--- src/rtl/wdi_pkg.sv ---
package wdi_pkg;
    localparam int unsigned DATA_W = 16;
    localparam int unsigned ADDR_W = 4;
    localparam logic [DATA_W-1:0] BOARD_ID = 16'h002E;

    localparam logic [ADDR_W-1:0] OFS_ID0 = 4'd0;
    localparam logic [ADDR_W-1:0] OFS_ID1 = 4'd1;
    localparam logic [ADDR_W-1:0] OFS_CSR = 4'd2;
    localparam logic [ADDR_W-1:0] OFS_TMO = 4'd3;

    typedef enum logic [1:0] {
        ST_FAIL = 2'd0,
        ST_HOLD = 2'd1,
        ST_RUN  = 2'd2
    } wd_state_t;
endpackage

--- src/rtl/wdi_sync.sv ---
module wdi_sync #(
    parameter int unsigned STAGES = 2
) (
    input  logic clk,
    input  logic rst_n,
    input  logic d_in,
    output logic d_out
);
    logic [STAGES-1:0] chain;

    always_ff @(posedge clk) begin
        if (!rst_n) chain <= '0;
        else        chain <= {chain[STAGES-2:0], d_in};
    end

    assign d_out = chain[STAGES-1];
endmodule

--- src/rtl/wdi_prescaler.sv ---
module wdi_prescaler #(
    parameter int unsigned CLK_HZ = 50_000_000
) (
    input  logic clk,
    input  logic rst_n,
    output logic tick
);
    localparam int unsigned PW = (CLK_HZ > 1) ? $clog2(CLK_HZ) : 1;
    localparam logic [PW-1:0] LAST = PW'(CLK_HZ - 1);

    logic [PW-1:0] div_q;

    always_ff @(posedge clk) begin
        if (!rst_n) begin
            div_q <= '0;
            tick  <= 1'b0;
        end else if (div_q == LAST) begin
            div_q <= '0;
            tick  <= 1'b1;
        end else begin
            div_q <= div_q + 1'b1;
            tick  <= 1'b0;
        end
    end

    generate
        if (CLK_HZ > 1) begin : g_chk
            AST_TICK_SINGLE: assert property (@(posedge clk) disable iff (!rst_n)
                tick |=> !tick);
        end
    endgenerate
endmodule

--- src/rtl/wdi_stretch.sv ---
module wdi_stretch #(
    parameter int unsigned STRETCH = 1_000_000
) (
    input  logic clk,
    input  logic rst_n,
    input  logic pulse,
    output logic led
);
    localparam int unsigned SW = $clog2(STRETCH + 1);
    localparam logic [SW-1:0] LOAD = SW'(STRETCH);

    logic [SW-1:0] left_q;

    always_ff @(posedge clk) begin
        if (!rst_n)           left_q <= '0;
        else if (pulse)       left_q <= LOAD;
        else if (left_q != 0) left_q <= left_q - 1'b1;
    end

    assign led = (left_q != '0);

    AST_SEL_VISIBLE: assert property (@(posedge clk) disable iff (!rst_n)
        pulse |=> led);
endmodule

--- src/rtl/wdi_core.sv ---
module wdi_core
    import wdi_pkg::*;
#(
    parameter int unsigned TMO_W = 16
) (
    input  logic              clk,
    input  logic              rst_n,
    input  logic              wr_csr,
    input  logic              wr_tmo,
    input  logic              rd_csr,
    input  logic [DATA_W-1:0] wdata,
    input  logic              tick,
    output logic              fail_o,
    output logic              clr_o,
    output logic              set_o,
    output logic              inh_o,
    output logic [TMO_W-1:0]  tmo_o
);
    wd_state_t        state_q, state_nx;
    logic [TMO_W-1:0] cnt_q, tmo_q;
    logic             set_q, inh_q;
    logic             expire, force_fail, release_clr;

    assign force_fail  = wr_csr && wdata[1];
    assign release_clr = wr_csr && wdata[0] && !wdata[1];
    assign expire      = (state_q != ST_FAIL) &&
                         ((tmo_q == '0) || (state_q == ST_RUN && cnt_q >= tmo_q));

    always_comb begin
        state_nx = state_q;
        unique case (state_q)
            ST_FAIL: begin
                if (release_clr) state_nx = ST_HOLD;
            end
            ST_HOLD: begin
                if (force_fail)       state_nx = ST_FAIL;
                else if (release_clr) state_nx = ST_HOLD;
                else if (expire)      state_nx = ST_FAIL;
                else if (wr_csr)      state_nx = ST_RUN;
            end
            ST_RUN: begin
                if (force_fail)       state_nx = ST_FAIL;
                else if (release_clr) state_nx = ST_HOLD;
                else if (expire)      state_nx = ST_FAIL;
            end
            default: state_nx = ST_FAIL;
        endcase
    end

    always_ff @(posedge clk) begin
        if (!rst_n) state_q <= ST_FAIL;
        else        state_q <= state_nx;
    end

    always_ff @(posedge clk) begin
        if (!rst_n) begin
            set_q <= 1'b0;
            inh_q <= 1'b0;
            cnt_q <= '0;
            tmo_q <= '0;
        end else begin
            if (wr_tmo) tmo_q <= wdata[TMO_W-1:0];

            if (wr_csr)                 set_q <= wdata[1];
            else if (state_nx == ST_FAIL && state_q != ST_FAIL)
                                        set_q <= 1'b0;

            if (state_nx == ST_FAIL)    inh_q <= 1'b0;
            else if (wr_csr)            inh_q <= wdata[2];

            if (state_nx != ST_RUN || state_q != ST_RUN || rd_csr)
                cnt_q <= '0;
            else if (tick && cnt_q != '1)
                cnt_q <= cnt_q + 1'b1;
        end
    end

    assign fail_o = (state_q == ST_FAIL);
    assign clr_o  = (state_q == ST_HOLD);
    assign set_o  = set_q;
    assign inh_o  = inh_q;
    assign tmo_o  = tmo_q;

    AST_FAIL_NO_INHIBIT: assert property (@(posedge clk) disable iff (!rst_n)
        fail_o |-> !inh_o);
    AST_HIT_RESTARTS: assert property (@(posedge clk) disable iff (!rst_n)
        rd_csr |=> (cnt_q == '0));
    AST_ZERO_TMO_FAILS: assert property (@(posedge clk) disable iff (!rst_n)
        (!fail_o && tmo_q == '0 && !wr_csr) |=> fail_o);
    AST_EXPIRY: assert property (@(posedge clk) disable iff (!rst_n)
        (state_q == ST_RUN && tmo_q != '0 && cnt_q >= tmo_q && !wr_csr) |=> fail_o);
    AST_FORCE: assert property (@(posedge clk) disable iff (!rst_n)
        force_fail |=> (fail_o && set_o));
    AST_HOLD_FROZEN: assert property (@(posedge clk) disable iff (!rst_n)
        (state_q == ST_HOLD) |-> (cnt_q == '0));
    AST_WD_KEEPS_TMO: assert property (@(posedge clk) disable iff (!rst_n)
        (expire && !wr_csr && !wr_tmo) |=> (tmo_q == $past(tmo_q) && !set_o && !clr_o));
endmodule

--- src/rtl/wdog_interlock.sv ---
module wdog_interlock
    import wdi_pkg::*;
#(
    parameter int unsigned CLK_HZ  = 50_000_000,
    parameter int unsigned STRETCH = 1_000_000,
    parameter int unsigned TMO_W   = 16
) (
    input  logic              clk,
    input  logic              rst_n,
    input  logic              bus_sel,
    input  logic [ADDR_W-1:0] bus_addr,
    input  logic              bus_we,
    input  logic [DATA_W-1:0] bus_wdata,
    output logic [DATA_W-1:0] bus_rdata,
    input  logic              hv_en_in,
    output logic              hv_en_out,
    output logic              inhibit_out,
    output logic              fail_out,
    output logic              hv_ctrl_led,
    output logic              sel_led
);
    logic             hv_sync, tick;
    logic             wr_csr, wr_tmo, rd_csr;
    logic             fail, clr, set_b, inh;
    logic [TMO_W-1:0] tmo;

    assign wr_csr = bus_sel &&  bus_we && (bus_addr == OFS_CSR);
    assign wr_tmo = bus_sel &&  bus_we && (bus_addr == OFS_TMO);
    assign rd_csr = bus_sel && !bus_we && (bus_addr == OFS_CSR);

    wdi_sync #(.STAGES(2)) u_sync (
        .clk(clk), .rst_n(rst_n), .d_in(hv_en_in), .d_out(hv_sync)
    );

    wdi_prescaler #(.CLK_HZ(CLK_HZ)) u_pre (
        .clk(clk), .rst_n(rst_n), .tick(tick)
    );

    wdi_stretch #(.STRETCH(STRETCH)) u_led (
        .clk(clk), .rst_n(rst_n), .pulse(bus_sel), .led(sel_led)
    );

    wdi_core #(.TMO_W(TMO_W)) u_core (
        .clk(clk), .rst_n(rst_n),
        .wr_csr(wr_csr), .wr_tmo(wr_tmo), .rd_csr(rd_csr),
        .wdata(bus_wdata), .tick(tick),
        .fail_o(fail), .clr_o(clr), .set_o(set_b), .inh_o(inh), .tmo_o(tmo)
    );

    always_comb begin
        bus_rdata = '0;
        if (bus_sel && !bus_we) begin
            unique case (bus_addr)
                OFS_ID0, OFS_ID1: bus_rdata = BOARD_ID;
                OFS_CSR:          bus_rdata = DATA_W'({hv_sync, fail, inh, set_b, clr});
                OFS_TMO:          bus_rdata = DATA_W'(tmo);
                default:          bus_rdata = '0;
            endcase
        end
    end

    assign hv_en_out   = fail & hv_sync;
    assign inhibit_out = inh;
    assign fail_out    = fail;
    assign hv_ctrl_led = ~fail;

    AST_HANDOFF: assert property (@(posedge clk) disable iff (!rst_n)
        !fail_out |-> !hv_en_out);
    AST_LED_INV: assert property (@(posedge clk) disable iff (!rst_n)
        hv_ctrl_led != fail_out);
endmodule

--- config.mk ---
export PLATFORM = sky130hd
export DESIGN_NAME = wdog_interlock
export DESIGN_NICKNAME = d
export VERILOG_FILES = /design/src/rtl/wdi_pkg.sv /design/src/rtl/wdi_sync.sv /design/src/rtl/wdi_prescaler.sv /design/src/rtl/wdi_stretch.sv /design/src/rtl/wdi_core.sv /design/src/rtl/wdog_interlock.sv
export SDC_FILE = /design/constraint.sdc
export NUM_CORES = 1
export LEC_CHECK = 0
export BUFFER_PORTS_ARGS = -buffer_cell sky130_fd_sc_hd__buf_2
export CAP_MARGIN = 20
export CORE_UTILIZATION = 59
export CTS_CLUSTER_SIZE = 16
export DETAILED_ROUTE_END_ITERATION = 10
export HOLD_SLACK_MARGIN = 0.06
export PLACE_DENSITY = 0.8
export SYNTH_ARGS = -nofsm -noshare
export SYNTH_HDL_FRONTEND = slang
export SYNTH_SLANG_ARGS = --single-unit
export TNS_END_PERCENT = 30
--- constraint.sdc ---
create_clock -name clk -period 3 [get_ports clk]
set_input_delay 0.6 -clock clk [delete_from_list [all_inputs] [get_ports clk]]
set_output_delay 0.6 -clock clk [all_outputs]
set_load 0.1 [all_outputs]
Yosys cells after proc, flatten, opt, wreduce, memory -nomap -nowiden
Index checks and enable logic that the tools add are counted.

word-level totals
  bits in latches = 0
  input bits = 25
  memory bits (writable) = 0
  memories kept = 0
  memory bits (read-only) = 0
  output and inout port bits = 21
  register bits after elaboration = 85
  word-level logic and storage cells = 72

operators by class
  shift operators = 0
  $lt $le $gt $ge = 1
  div/mod/pow operators = 0
  reduce and logical (&&, ||, !) cells = 30
  bitwise operators = 3
  muxes and demuxes = 16
  equality and inequality tests = 9
  add/sub/neg operators = 3
  multipliers = 0

operators by type and width
  operator                 number
  $pmux W16 S3             1
  $mux W20                 2
  $add A26 B1 Y26 const B  1
  $eq A26 B26 Y1 const B   1
  $reduce_bool A20 Y1      1
  $sub A20 B1 Y20 const B  1
  $add A16 B1 Y16 const B  1
  $ge A16 B16 Y1           1
  $logic_not A16 Y1        1
  $mux W16                 1
  $mux W2                  8
  $ne A16 B16 Y1 const B   1
  $logic_and A1 B1 Y1      12
  $reduce_or A2 Y1         5
  $eq A4 B2 Y1 const B     2
  $pmux W2 S3              1
  $reduce_bool A2 Y1       3
  $eq A4 B1 Y1 const B     1
  $logic_not A2 Y1         2
  $logic_not A4 Y1         1
  $ne A2 B2 Y1 const B     2
  $logic_or A1 B1 Y1       3
  $mux W1                  3
  $eq A2 B1 Y1 const B     1
  other kinds (4)          6

Longest topological paths before layout
  depth after elaboration = 12
  mapped depth = 8

Modules after synthesis
From an unflattened synthesis, not the netlist that was laid out.

second synthesis, totals
  cells, all modules = 543
  area total of the unflattened synthesis = 4,650.7 um^2

modules (own cells, without submodules)
  module          cells each  times used  area an instance (um^2)
  wdi_core        228         1           2,015.7
  wdi_prescaler   143         1           1,285.0
  wdi_stretch     123         1           1,034.7
  wdog_interlock  45          1           262.8
  wdi_sync        4           1           52.6

Worst setup path before layout
OpenSTA, ideal clock, no wires.

  path type = input port to output port
  start = in bus_addr[0]
  end = out bus_rdata[10]
  stages on the path = 4
  path slack = -0.898 ns
  data arrival time = 3.298 ns
  required time = 2.400 ns
  path buffers = 2
  path through = clkbuf_1 nand3_1 clkbuf_1 nor3_1

on the way
  word-level cells in the longest chain between the ends = 4

RTL lines
  element                                           RTL line              RTL
  start, declared                                   wdog_interlock.sv:11  input logic [ADDR_W-1:0] bus_addr,
  $eq A4 B1 Y1 or $logic_not A4 Y1 (tied branches)  wdog_interlock.sv:53  unique case (bus_addr)
  $reduce_or A2 Y1                                  wdog_interlock.sv:53
  $pmux W16 S3 *                                    wdog_interlock.sv:53
  $mux W16 *                                        wdog_interlock.sv:52  if (bus_sel && !bus_we) begin
  end, declared                                     wdog_interlock.sv:14  output logic [DATA_W-1:0] bus_rdata,

Every way passes the cells marked *; elsewhere a longest branch is shown, timed or not.

Worst setup path in the final report
  start = reg u_led.left_q[3]
  end = out sel_led

on the way
  word-level cells in the longest chain between the ends = 1

RTL lines
  element                 RTL line              RTL
  start, declared         wdi_stretch.sv:12     logic [SW-1:0] left_q;
  start signal, assigned  wdi_stretch.sv:17     else if (left_q != 0) left_q <= left_q - 1'b1;
  $reduce_bool A20 Y1     wdi_stretch.sv:20     assign led = (left_q != '0);
  end, declared           wdog_interlock.sv:20  output logic sel_led

No other way between the ends.

==> flow_summary.html <==
<table>
<tr><th>Metric</th><th>Value</th></tr>
<tr><th colspan="2">Run status</th></tr>
<tr><td>Outcome</td><td>finished clean</td></tr>
<tr><th colspan="2">Floorplanning</th></tr>
<tr><td>Starting density of the core</td><td>60.72%</td></tr>
<tr><td>Die Area</td><td>0.007815 mm²</td></tr>
<tr><td>Die outline width</td><td>88.40 µm</td></tr>
<tr><td>Core Area</td><td>0.007253 mm²</td></tr>
<tr><td>Number of top-level design ports</td><td>46</td></tr>
<tr><td>Die span in y</td><td>88.40 µm</td></tr>
<tr><td>Num rows</td><td>31</td></tr>
<tr><th colspan="2">Worst setup path</th></tr>
<tr><td>Data required, critical path</td><td>2400 ps</td></tr>
<tr><td>CP Data Arrival Time</td><td>2100 ps</td></tr>
<tr><td>Crit-path cells</td><td>or4_4 -&gt; nor3_2 -&gt; buf_4 -&gt; nand2_1 -&gt; buf_2</td></tr>
<tr><td>Nature of the critical path endpoint</td><td>primary output</td></tr>
<tr><td>Highest net fanout along the worst path</td><td>10</td></tr>
<tr><td>Setup CP Type</td><td>reg2out</td></tr>
<tr><td>Slowest Stage Delay on Critical Path</td><td>560 ps</td></tr>
<tr><td>Slowest stage cell, crit path</td><td>or4_4</td></tr>
<tr><td>Startpoint Class</td><td>flop</td></tr>
<tr><th colspan="2">Global route</th></tr>
<tr><td>Routing usage on met2</td><td>49.23%</td></tr>
<tr><td>Number of global-route vias before repair</td><td>3744</td></tr>
<tr><td>Met3 demand-to-capacity share in global routing</td><td>5.690%</td></tr>
<tr><td>Pin count of the biggest net entering global routing</td><td>26</td></tr>
<tr><td>Wire length of the first global-routing pass</td><td>16440 µm</td></tr>
<tr><td>Tot GR Track Use</td><td>27.06%</td></tr>
<tr><td>Met1 global-route usage</td><td>30.72%</td></tr>
<tr><td>Most Used Layer, Global Route</td><td>met2</td></tr>
<tr><td>Initial antenna violation count</td><td>0</td></tr>
<tr><td>Remaining global-route overflow</td><td>0</td></tr>
<tr><th colspan="2">CTS</th></tr>
<tr><td>Number of buffers added by the clock tree synthesis step</td><td>9</td></tr>
<tr><td>TritonCTS clock tree</td><td>yes</td></tr>
<tr><td>H-tree depth</td><td>3</td></tr>
<tr><td>Buffers inserted during post-CTS setup optimization</td><td>0</td></tr>
<tr><td>Clock slew at the register clock pins of the worst setup and hold paths</td><td>90 ps</td></tr>
<tr><td>Post-cts sizing count</td><td>0</td></tr>
<tr><td>Clk root buf</td><td>clkbuf_8</td></tr>
<tr><td>Post-cts hold buffer count</td><td>0</td></tr>
<tr><td>Worst-case clock buffer depth</td><td>2</td></tr>
<tr><td>Insertion delay of the later-clocked pin in the worst-skew pair</td><td>360 ps</td></tr>
<tr><td>Count of clock tree sinks</td><td>85</td></tr>
<tr><th colspan="2">Routing</th></tr>
<tr><td>Number of antenna-violating nets in the routed design</td><td>0</td></tr>
<tr><td>Residual DRC</td><td>0</td></tr>
<tr><td>Number of DRC markers in iteration 0</td><td>183</td></tr>
<tr><td>Vias</td><td>3941</td></tr>
<tr><td>Initial DRT Pass Iterations</td><td>4</td></tr>
<tr><td>Wire length per cell</td><td>14.13 µm</td></tr>
<tr><td>Total Wirelength</td><td>9806 µm</td></tr>
<tr><td>Via-to-Cell Ratio</td><td>5.679</td></tr>
<tr><th colspan="2">Cells and area</th></tr>
<tr><td>Diode insertion count for antenna repair</td><td>0</td></tr>
<tr><td>Net total in the final layout</td><td>634</td></tr>
<tr><td>Post-route cell area</td><td>0.005191 mm²</td></tr>
<tr><td>Final cell count without fillers</td><td>694</td></tr>
<tr><td>Share of layout cells above drive strength 1</td><td>14.79%</td></tr>
<tr><td>Area delta synth-&gt;final</td><td>17.87%</td></tr>
<tr><th colspan="2">Power</th></tr>
<tr><td>Overall power</td><td>0.002378 W</td></tr>
<tr><td>Total power density per cell area</td><td>458.2 mW/mm²</td></tr>
<tr><td>Leakage power total</td><td>1.933 nW</td></tr>
<tr><td>Worst vdd ir</td><td>0.3495 mV</td></tr>
<tr><th colspan="2">Synth</th></tr>
<tr><td>Most area-hungry cell type in the Yosys netlist</td><td>dfxtp_1</td></tr>
<tr><td>Count of state elements after synthesis</td><td>85</td></tr>
<tr><td>Share of synthesized area occupied by flip-flops and latches</td><td>38.64%</td></tr>
<tr><td>Area contributors post-synth</td><td>dfxtp_1, nor2_1, xor2_1, ha_1, a21oi_1</td></tr>
<tr><td>Share of flip-flops with an asynchronous set or reset</td><td>0%</td></tr>
<tr><td>Synthesized area per cell</td><td>8.081 µm²</td></tr>
<tr><td>Area fraction of the dominant cell type after synthesis</td><td>38.64%</td></tr>
<tr><td>Top cells by count, synth</td><td>dfxtp_1, nor2_1, nand2_1</td></tr>
<tr><td>Dominant cell by count in the synthesized netlist</td><td>dfxtp_1</td></tr>
<tr><td>Synthesized instance count</td><td>545</td></tr>
<tr><td>Number of distinct library cell variants in the gate-level netlist after synthesis</td><td>47</td></tr>
<tr><td>EDFF count, synth</td><td>0</td></tr>
<tr><td>Post-Syn Nets</td><td>589</td></tr>
<tr><td>Main synth FF type</td><td>dfxtp_1</td></tr>
<tr><td>Area of the mapped netlist</td><td>0.004404 mm²</td></tr>
<tr><td>Number of warnings printed during yosys synthesis</td><td>0</td></tr>
<tr><th colspan="2">Place</th></tr>
<tr><td># placed instances</td><td>678</td></tr>
<tr><td># port buffers</td><td>45</td></tr>
<tr><td>Final weighted congestion in routability-driven placement</td><td>0.9281</td></tr>
<tr><td>Final HPWL DP</td><td>7259 µm</td></tr>
<tr><td>Area of placed instances</td><td>0.004961 mm²</td></tr>
<tr><th colspan="2">Worst hold path</th></tr>
<tr><td>Worst hold-check path type</td><td>reg2reg</td></tr>
<tr><th colspan="2">STA</th></tr>
<tr><td>Setup repair after global routing missed its margin</td><td>no</td></tr>
<tr><td>Max Clock Skew</td><td>9.830 ps</td></tr>
<tr><td>Final setup violation count</td><td>0</td></tr>
<tr><td>Worst slew margin</td><td>35.58%</td></tr>
<tr><td>Fmax</td><td>369.9 MHz</td></tr>
<tr><td>Worst slew pin tran</td><td>958.9 ps</td></tr>
<tr><td>Number of endpoints with negative hold slack in the final report</td><td>0</td></tr>
<tr><td>Period minus WS final</td><td>2703 ps</td></tr>
<tr><td>Final period utilization</td><td>90.11%</td></tr>
<tr><td>Fin. max-slew vios</td><td>0</td></tr>
<tr><th colspan="2">Run</th></tr>
<tr><td>Max Cap Viol</td><td>0</td></tr>
</table>
## state kept, by name (all words and copies together) (netlist names)
register        count
u_pre.div_q        26
u_core.set_o        1
u_core.state_q      2
u_led.left_q       20
u_core.inh_o        1
u_pre.tick          1
u_core.tmo_o       16
u_sync.chain        2
u_core.cnt_q       16
## cell families after synthesis
kind of cell             synth area share, %
AO/OA/AOI/OAI                          9.858
XOR/XNOR                               10.54
buffers and inverters                  3.750
flip-flops                             38.64
multiplexers                           1.591
adder cells (fa/ha/maj)                5.398
AND/OR/NAND/NOR                        30.23
## per-layer routing
metal,routed length (µm),vias to the layer above,part of all wire [%]
li1,-,1989,-
met1,4273,1857,44
met2,5038,76,51
met3,309,19,3.2
met4,185,0,1.9
met5,0,-,0
## stage by stage
step / setup TNS, ps / utilization [%] / hold WS [ps] / setup slack [ps]
floorplan: -2028 / - / 411.9 / -225.2
global placement: 0 / 68.40 / 417.9 / 480.1
detailed placement: 0 / 68.40 / 424.3 / 426.8
CTS: 0 / 71.57 / 438.1 / 282.5
global route: 0 / 71.57 / 441.2 / 216.7
finish: 0 / 71.57 / 448.2 / 296.8
## report_power, final
part           switching, W  leakage, nW  total (W)  internal (W)
Sequential        0.0000308        0.690    0.00119       0.00116
Combinational      0.000160         1.13   0.000270      0.000110
Clock              0.000423        0.110   0.000920      0.000497
Total              0.000613         1.93    0.00238       0.00176
## placed cells by master, fill, tap and decap left out, types with 4 or more instances in the layout
master	count
buf_2	35
nand4_1	24
mux2i_1	7
ha_1	19
buf_12	10
buf_4	8
and3_1	9
and2_1	7
or4_1	4
a21oi_1	41
nor3_1	14
and4_1	4
nor2b_1	6
nand3_1	20
o21a_1	5
o21ai_0	9
dfxtp_1	85
nor4_1	9
xnor2_1	24
nor3_2	8
clkbuf_8	10
nand2_1	55
nor2_1	78
nand2b_1	4
inv_1	23
xor2_1	29
## cell type report
class	count	area [µm²]
multi-input combinational	417	2610
fill	605	2062
clock inverter	6	92.59
clock buffer	10	137.6
sequential	85	1702
inverter	24	90.09
timing repair buffer	53	435.4
tap	99	123.9
## path summary, 6_finish.rpt
kind | slack, ps | startpoint | cells past startpoint | endpoint
setup / recovery | 300 | u_led.left_q[3] | 5 | sel_led
hold reg to reg | 450 | u_sync.chain[0] | 1 | u_sync.chain[1]
setup reg to reg | 580 | u_core.tmo_o[15] | 7 | u_core.inh_o
hold / removal | 450 | u_sync.chain[0] | 1 | u_sync.chain[1]
## worst max-delay path: cells and delay by family (launching register included)
kind / cells / cell delay (ps)
flops: 1 / 370
simple gates: 3 / 860
buf+inv: 2 / 510
(Power assumes the default switching activity.)
